<file path="config.mk">
export PLATFORM = sky130hd
export DESIGN_NAME = mash4_serial
export DESIGN_NICKNAME = d
export VERILOG_FILES = /design/src/rtl/mash4_pkg.sv /design/src/rtl/mash4_ctrl.sv /design/src/rtl/mash4_regfile.sv /design/src/rtl/mash4_alu.sv /design/src/rtl/mash4_combine.sv /design/src/rtl/mash4_serial.sv
export SDC_FILE = /design/constraint.sdc
export NUM_CORES = 1
export LEC_CHECK = 0
export ABC_AREA = 1
export CAP_MARGIN = 10
export CORE_MARGIN = 2
export CORE_UTILIZATION = 40
export CTS_CLUSTER_SIZE = 28
export DETAILED_ROUTE_END_ITERATION = 10
export PLACE_DENSITY_LB_ADDON = 0.2
export SYNTH_ARGS = -nofsm -noshare
export SYNTH_HDL_FRONTEND = slang
export SYNTH_SLANG_ARGS = --single-unit
</file>
<file path="constraint.sdc">
create_clock -name clk -period 4.3 [get_ports clk]
set_clock_uncertainty 0.1 [all_clocks]
set_input_delay 0.86 -clock clk [delete_from_list [all_inputs] [get_ports clk]]
set_output_delay 0.86 -clock clk [all_outputs]
set_load 0.02 [all_outputs]
</file>
<file path="src/rtl/mash4_pkg.sv">
package mash4_pkg;
    localparam int FRAC_W  = 32;
    localparam int N_W     = 8;
    localparam int STAGES  = 4;
    localparam int IDX_W   = $clog2(STAGES);
    localparam int DN_W    = 5;
    localparam int BUDGET  = 146;

    typedef enum logic [2:0] {
        S_IDLE,
        S_STEP1,
        S_STEP2,
        S_STEP3,
        S_STEP4,
        S_COMBINE
    } mash_state_e;
endpackage

</file>
<file path="src/rtl/mash4_ctrl.sv">
module mash4_ctrl
    import mash4_pkg::*;
#(
    parameter int NSTG   = STAGES,
    parameter int IW     = IDX_W,
    parameter int LIMIT  = BUDGET
) (
    input  logic          clk,
    input  logic          rst_n,
    input  logic          start,
    output logic          step_en,
    output logic          first_step,
    output logic [IW-1:0] stage_idx,
    output logic          sum_en,
    output logic          busy,
    output logic          done
);
    localparam int CNT_W = $clog2(LIMIT + 2);

    mash_state_e state_q, state_d;
    logic [CNT_W-1:0] busy_cnt;

    // state register
    always_ff @(posedge clk or negedge rst_n) begin
        if (!rst_n) state_q <= S_IDLE;
        else        state_q <= state_d;
    end

    // next-state logic
    always_comb begin
        state_d = state_q;
        unique case (state_q)
            S_IDLE:    if (start) state_d = S_STEP1;
            S_STEP1:   state_d = S_STEP2;
            S_STEP2:   state_d = S_STEP3;
            S_STEP3:   state_d = S_STEP4;
            S_STEP4:   state_d = S_COMBINE;
            S_COMBINE: state_d = S_IDLE;
            default:   state_d = S_IDLE;
        endcase
    end

    // outputs decoded from the state
    always_comb begin
        step_en    = 1'b0;
        first_step = 1'b0;
        stage_idx  = '0;
        sum_en     = 1'b0;
        busy       = 1'b1;
        unique case (state_q)
            S_IDLE:    busy = 1'b0;
            S_STEP1: begin
                step_en    = 1'b1;
                first_step = 1'b1;
                stage_idx  = IW'(0);
            end
            S_STEP2: begin
                step_en   = 1'b1;
                stage_idx = IW'(1);
            end
            S_STEP3: begin
                step_en   = 1'b1;
                stage_idx = IW'(2);
            end
            S_STEP4: begin
                step_en   = 1'b1;
                stage_idx = IW'(NSTG - 1);
            end
            S_COMBINE: sum_en = 1'b1;
            default:   busy = 1'b0;
        endcase
    end

    // result-valid flag
    always_ff @(posedge clk or negedge rst_n) begin
        if (!rst_n)                           done <= 1'b0;
        else if (state_q == S_IDLE && start)  done <= 1'b0;
        else if (state_q == S_COMBINE)        done <= 1'b1;
    end

    // cycle counter used only by the budget check
    always_ff @(posedge clk or negedge rst_n) begin
        if (!rst_n)                         busy_cnt <= '0;
        else if (!busy)                     busy_cnt <= '0;
        else if (busy_cnt != {CNT_W{1'b1}}) busy_cnt <= busy_cnt + 1'b1;
    end

    AST_DONE_AFTER_COMBINE: assert property (@(posedge clk) disable iff (!rst_n)
        (state_q == S_COMBINE) |=> done);
    AST_DONE_CLEARS: assert property (@(posedge clk) disable iff (!rst_n)
        (state_q == S_IDLE && start) |=> (!done && state_q == S_STEP1));
    AST_BUDGET: assert property (@(posedge clk) disable iff (!rst_n)
        busy |-> (busy_cnt < CNT_W'(LIMIT)));
    AST_BUSY_START_IGNORED: assert property (@(posedge clk) disable iff (!rst_n)
        (busy && start) |=> (state_q != S_STEP1));
endmodule

</file>
<file path="src/rtl/mash4_regfile.sv">
module mash4_regfile
    import mash4_pkg::*;
#(
    parameter int DEPTH = STAGES,
    parameter int W     = FRAC_W,
    parameter int IW    = IDX_W
) (
    input  logic          clk,
    input  logic          rst_n,
    input  logic [IW-1:0] idx,
    output logic [W-1:0]  rd_data,
    input  logic          wr_en,
    input  logic [W-1:0]  wr_data
);
    logic [DEPTH-1:0][W-1:0] mem;

    for (genvar i = 0; i < DEPTH; i++) begin : g_entry
        always_ff @(posedge clk or negedge rst_n) begin
            if (!rst_n)                          mem[i] <= '0;
            else if (wr_en && idx == IW'(i))     mem[i] <= wr_data;
        end
    end

    assign rd_data = mem[idx];

    AST_ACC_QUIET: assert property (@(posedge clk) disable iff (!rst_n)
        !wr_en |=> $stable(mem));
endmodule

</file>
<file path="src/rtl/mash4_alu.sv">
module mash4_alu
    import mash4_pkg::*;
#(
    parameter int W = FRAC_W
) (
    input  logic         clk,
    input  logic         rst_n,
    input  logic         step_en,
    input  logic         first_step,
    input  logic [W-1:0] acc_in,
    input  logic [W-1:0] frac,
    output logic [W-1:0] sum,
    output logic         carry
);
    logic [W-1:0] link_q;
    logic [W-1:0] addend;
    logic [W:0]   wide;

    // stage 1 takes the fractional word; later stages take the sum just written
    assign addend = first_step ? frac : link_q;
    assign wide   = {1'b0, acc_in} + {1'b0, addend};
    assign sum    = wide[W-1:0];
    assign carry  = wide[W];

    always_ff @(posedge clk or negedge rst_n) begin
        if (!rst_n)       link_q <= '0;
        else if (step_en) link_q <= sum;
    end

    AST_CARRY_MEANS_WRAP: assert property (@(posedge clk) disable iff (!rst_n)
        (step_en && carry) |-> (sum < acc_in));
endmodule

</file>
<file path="src/rtl/mash4_combine.sv">
module mash4_combine
    import mash4_pkg::*;
#(
    parameter int NSTG = STAGES,
    parameter int IW   = IDX_W,
    parameter int NW   = N_W,
    parameter int DW   = DN_W
) (
    input  logic                 clk,
    input  logic                 rst_n,
    input  logic                 step_en,
    input  logic [IW-1:0]        stage_idx,
    input  logic                 carry_in,
    input  logic                 sum_en,
    input  logic [NW-1:0]        n_int,
    output logic [NW-1:0]        next_n,
    output logic signed [DW-1:0] delta_n
);
    localparam int SW = 8;

    logic [NSTG-1:0] cur;
    logic            c2_d1;
    logic            c3_d1, c3_d2;
    logic            c4_d1, c4_d2, c4_d3;
    logic signed [SW-1:0] dn;
    logic [5:0]      hist;

    assign hist = {c2_d1, c3_d1, c3_d2, c4_d1, c4_d2, c4_d3};

    // carries of the update in progress
    always_ff @(posedge clk or negedge rst_n) begin
        if (!rst_n)       cur <= '0;
        else if (step_en) cur[stage_idx] <= carry_in;
    end

    // noise-cancelling combination of current and delayed carries
    always_comb begin
        dn = $signed({7'd0, cur[0]})
           + $signed({7'd0, cur[1]}) - $signed({7'd0, c2_d1})
           + $signed({7'd0, cur[2]}) - $signed({6'd0, c3_d1, 1'b0})
           + $signed({7'd0, c3_d2})
           + $signed({7'd0, cur[3]}) - $signed({6'd0, c4_d1, c4_d1})
           + $signed({6'd0, c4_d2, c4_d2}) - $signed({7'd0, c4_d3});
    end

    always_ff @(posedge clk or negedge rst_n) begin
        if (!rst_n) begin
            c2_d1 <= 1'b0;
            c3_d1 <= 1'b0; c3_d2 <= 1'b0;
            c4_d1 <= 1'b0; c4_d2 <= 1'b0; c4_d3 <= 1'b0;
            next_n  <= '0;
            delta_n <= '0;
        end else if (sum_en) begin
            c2_d1 <= cur[1];
            c3_d2 <= c3_d1; c3_d1 <= cur[2];
            c4_d3 <= c4_d2; c4_d2 <= c4_d1; c4_d1 <= cur[3];
            delta_n <= dn[DW-1:0];
            next_n  <= n_int + {{(NW-DW){dn[DW-1]}}, dn[DW-1:0]};
        end
    end

    AST_DN_RANGE: assert property (@(posedge clk) disable iff (!rst_n)
        sum_en |-> (dn >= -8'sd7 && dn <= 8'sd8));
    AST_HISTORY_QUIET: assert property (@(posedge clk) disable iff (!rst_n)
        !sum_en |=> $stable(hist));
    AST_RESULT_HELD: assert property (@(posedge clk) disable iff (!rst_n)
        !sum_en |=> ($stable(next_n) && $stable(delta_n)));
    AST_ZERO_IN_ZERO_OUT: assert property (@(posedge clk) disable iff (!rst_n)
        (sum_en && cur == '0 && hist == '0) |=> (delta_n == '0));
endmodule

</file>
<file path="src/rtl/mash4_serial.sv">
module mash4_serial
    import mash4_pkg::*;
(
    input  logic              clk,
    input  logic              rst_n,
    input  logic              wr_en,
    input  logic              wr_sel,
    input  logic [FRAC_W-1:0] wr_data,
    input  logic              start,
    output logic              busy,
    output logic              done,
    output logic [N_W-1:0]    next_n,
    output logic [DN_W-1:0]   delta_n
);
    logic [FRAC_W-1:0] frac_q;
    logic [N_W-1:0]    nint_q;
    logic              step_en, first_step, sum_en;
    logic [IDX_W-1:0]  stage_idx;
    logic [FRAC_W-1:0] acc_rd, acc_sum;
    logic              carry;
    logic signed [DN_W-1:0] dn_s;

    // configuration write port
    always_ff @(posedge clk or negedge rst_n) begin
        if (!rst_n) begin
            frac_q <= '0;
            nint_q <= '0;
        end else if (wr_en) begin
            if (wr_sel) nint_q <= wr_data[N_W-1:0];
            else        frac_q <= wr_data;
        end
    end

    mash4_ctrl #(.NSTG(STAGES), .IW(IDX_W), .LIMIT(BUDGET)) ctrl_i (
        .clk(clk), .rst_n(rst_n), .start(start),
        .step_en(step_en), .first_step(first_step), .stage_idx(stage_idx),
        .sum_en(sum_en), .busy(busy), .done(done)
    );

    mash4_regfile #(.DEPTH(STAGES), .W(FRAC_W), .IW(IDX_W)) rf_i (
        .clk(clk), .rst_n(rst_n), .idx(stage_idx), .rd_data(acc_rd),
        .wr_en(step_en), .wr_data(acc_sum)
    );

    mash4_alu #(.W(FRAC_W)) alu_i (
        .clk(clk), .rst_n(rst_n), .step_en(step_en), .first_step(first_step),
        .acc_in(acc_rd), .frac(frac_q), .sum(acc_sum), .carry(carry)
    );

    mash4_combine #(.NSTG(STAGES), .IW(IDX_W), .NW(N_W), .DW(DN_W)) comb_i (
        .clk(clk), .rst_n(rst_n), .step_en(step_en), .stage_idx(stage_idx),
        .carry_in(carry), .sum_en(sum_en), .n_int(nint_q),
        .next_n(next_n), .delta_n(dn_s)
    );

    assign delta_n = dn_s;
endmodule

</file>
==> impl_metrics.csv <==
group,metric,value,unit
floorplanning,io_pins,52,
yosys,synthArstFlopShare,100,%
setup_path,cp_slowest_cell,"fa_1",
route,drt-total-wl,32.9,mm
yosys,synth_edf_count,0,
placed_design,place.gp.congestion,0.933,
route,drt-initial-drc-count,621,
clock_tree,hold_buffers,0,
yosys,ys_ff_latch,227,
yosys,yosysWarnings,0,
timing,hold_viol_final,0,
setup_path,required,4.62,ns
cells_and_area,fin_area,0.0143,mm^2
global_routing,grt_util_all_layers,20.5,%
setup_path,cp.arrival,4.45,ns
route,num_vias,10548,
timing,timing.final.crit_share,95.8,%
cells_and_area,antenna_cells,0,
timing,finalSetupViolCount,0,
setup_path,critical-path-top-delay-family,"adder cells",
global_routing,grt_pass1_vias,10376,
cells_and_area,multi_input_area,0.00594,mm^2
global_routing,grt_first_pass_wirelength,54.5,mm
clock_tree,htree_num_levels,1,
cells_and_area,final-seq-area,0.00568,mm^2
setup_path,start_kind,"flop",
cells_and_area,area_delta_synth_final,13.7,%
clock_tree,cts_buffers,26,
floorplanning,fp.dieW,181,um
route,vias_per_cell,5.02,
route,dr.pass1.iters,5,
clock_tree,clk_pin_slew,0.07,ns
yosys,avgSynthCellArea,7.64,um^2
floorplanning,core,0.0308,mm^2
cells_and_area,fin_util,46.4,%
timing,max_freq,243,MHz
yosys,syn_nets,1741,
global_routing,grt_max_degree,116,
floorplanning,start_util,40.8,%
global_routing,gr-total-overflow,0,
setup_path,critPathBufInv,2,
yosys,syn_inst,1649,
setup_path,critPathMaxStageDelay,0.54,ns
job,maxCapViolCount,0,
clock_tree,clock_sinks,227,
floorplanning,rows,64,
cells_and_area,drive_gt1_share,6.62,%
yosys,yosysSeqAreaShare,45.1,%
placed_design,placedInstanceArea,0.0135,mm^2
cells_and_area,fillCellCount,3099,
setup_path,cp-end-kind,"flop",
clock_tree,clockBufferDepth,3,
clock_tree,clk_latency,0.56,ns
route,drc_errors,0,
clock_tree,cts_tree,"yes",
global_routing,antenna_found_initial,0,
run_status,status,"completed",
min_path,min_path_type,"in2async",
floorplanning,die_height,181,um
timing,fin_crit,4.12,ns
timing,slew_headroom,39.3,%
setup_path,crit_type,"reg2reg",
setup_path,crit_top_cell,"nand2_1",
route,ant_nets,0,
timing,slew_viol_final,0,
placed_design,dp_hpwl,23.2,mm
yosys,synth_area,0.0126,mm^2
route,routedWlPerCell,15.6,um
yosys,yosys.area.top_type_share,45.1,%
cells_and_area,final_nets,1782,
clock_tree,cts-root-buf,"clkbuf_16",
cells_and_area,layout.cells.non_filler,2103,
yosys,synthTopCellsByArea,"dfrtp_1 45%, nand2_1 19%, inv_1 4.9%",
placed_design,port_buffers,51,
yosys,synth_top_area_cell,"dfrtp_1",
yosys,synthFlopType,"dfrtp_1",
timing,tightest_slew,0.910,ns
setup_path,worstPathMaxFanout,5,
timing,final.setup.tns,0,ns
floorplanning,fp.dieArea,0.0329,mm^2
placed_design,dp_cells,2058,
setup_path,path_cells,"fa_1 > inv_1 > fa_1 > inv_1 > fa_1 > ha_1 > fa_1 > xor2_2 > ha_4 > a21oi_1 > nand2_1 > nand2_1 > nand2_1 > nand2_1 > nand2_1 > or2_2 > nand3_1 > nand2_1",
yosys,ys_types,38,
-- Yosys cell counts (2+ instances only) --
cell type  count
ha_1          46
clkbuf_1      19
buf_6          7
a21oi_1       28
a221oi_1       4
inv_2          2
nand4_1        3
nor2_1       101
mux2_2        24
o21bai_1       2
o22ai_1       31
inv_1        166
o21ai_1       13
xnor2_1       12
nor3_1        29
xor2_2         2
dfrtp_1      227
nor2_4         3
or2_2          3
nand2_1      632
nand2_2        3
nand3b_1       3
fa_1           9
inv_4          4
nand3_1      116
nor2_2         3
a211oi_2       3
o21ai_0      109
buf_4         11
buf_2         22
xor2_1         5
-- layout make-up --
type	instances	share of cell area, %
inverters	172	4.58
clock inverters	5	0.454
multi-input cells	1190	41.5
flip-flops and latches	227	39.7
clock buffers	40	5.33
well taps	396	3.46
repair buffers	73	5.02
-- layer usage --
metal | global-route usage [%] | up-vias | wire length [um]
met4 | 6.41 | 0 | 1150
met5 | 0 | - | 0
met2 | 34.5 | 190 | 15100
li1 | - | 5333 | -
met3 | 2.13 | 59 | 1120
met1 | 28.0 | 4966 | 15500
-- per-stage QoR --
step	worst slack, ns	hold WS, ns
global route	-0.00589	0.361
detailed placement	0.181	0.358
global placement	0.266	0.353
finish	0.179	0.285
CTS	0.135	0.334
floorplan	0.386	0.343
-- worst reg2reg max path, stage by stage (launching register included) --
cell     delay [ns]
dfrtp_1        0.40
fa_1           0.54
inv_1          0.05
fa_1           0.47
inv_1          0.05
fa_1           0.39
ha_1           0.22
fa_1           0.42
xor2_2         0.25
ha_4           0.25
a21oi_1        0.15
nand2_1        0.09
nand2_1        0.08
nand2_1        0.05
nand2_1        0.05
nand2_1        0.05
or2_2          0.27
nand3_1        0.07
nand2_1        0.05
-- flip-flops by register name (all words and copies together) (netlist names) --
name            count
comb_i.c4_d1        1
comb_i.next_n       8
comb_i.c4_d3        1
comb_i.c3_d1        1
frac_q             32
ctrl_i.state_q      3
comb_i.c3_d2        1
ctrl_i.done         1
comb_i.c4_d2        1
comb_i.delta_n      5
alu_i.link_q       32
nint_q              8
rf_i.mem          128
comb_i.cur          4
comb_i.c2_d1        1
-- what timing repair did --
action | CTS | global route
setup buffers | 0 | 0
gates resized for setup | 0 | 2
endpoints found under the setup margin | 0 | 1
-- path summary, 6_finish.rpt --
kind / from / end / slack (ns) / depth (start not counted)
hold reg to reg: comb_i.next_n[1]$_DFFE_PN0P_ / comb_i.next_n[1]$_DFFE_PN0P_ / 0.37 / 2
setup / recovery: comb_i.c4_d2$_DFFE_PN0P_ / comb_i.next_n[6]$_DFFE_PN0P_ / 0.18 / 18
hold / removal: rst_n / rf_i.mem[51]$_DFFE_PN0P_ / 0.28 / 1
min in group clk: comb_i.next_n[1]$_DFFE_PN0P_ / comb_i.next_n[1]$_DFFE_PN0P_ / 0.37 / 2
setup reg to reg: comb_i.c4_d2$_DFFE_PN0P_ / comb_i.next_n[6]$_DFFE_PN0P_ / 0.18 / 18
max in group asynchronous: rst_n / rf_i.mem[38]$_DFFE_PN0P_ / 2.89 / 2
-- logic make-up (layout without fill, tap and decap cells) --
kind of cell               count (synthesis)  in the layout  synth area share (%)
AOI/OAI and AO/OA                        193            193                  8.40
muxes                                     24             24                  2.15
DFF                                      227            227                  45.1
xor gates and xnor gates                  19             19                  1.44
buffers and inverters                    232            290                  7.96
adders and majority gates                 55             55                  6.00
and+or+nand+nor                          899            899                  29.0
-- cells in the final DEF (no fill, tap or decap), types with 4 or more instances in the layout --
| cell | synthesis | final |
|---|---|---|
| nand2_1 | 632 | 632 |
| dfrtp_1 | 227 | 227 |
| inv_1 | 166 | 166 |
| nand3_1 | 116 | 116 |
| o21ai_0 | 109 | 109 |
| nor2_1 | 101 | 100 |
| clkdlybuf4s50_1 | 0 | 50 |
| ha_1 | 46 | 45 |
| o22ai_1 | 31 | 31 |
| nor3_1 | 29 | 29 |
| a21oi_1 | 28 | 28 |
| clkbuf_16 | 0 | 26 |
| mux2_2 | 24 | 24 |
| buf_4 | 11 | 19 |
| o21ai_1 | 13 | 13 |
| xnor2_1 | 12 | 12 |
| fa_1 | 9 | 9 |
| clkbuf_1 | 19 | 8 |
| clkbuf_8 | 0 | 6 |
| inv_4 | 4 | 4 |
| nor2_4 | 3 | 4 |
| a221oi_1 | 4 | 4 |
| xor2_1 | 5 | 4 |
Power is not shown: default switching activity piles up to over one toggle a cycle in this logic, so the estimate is an artifact.
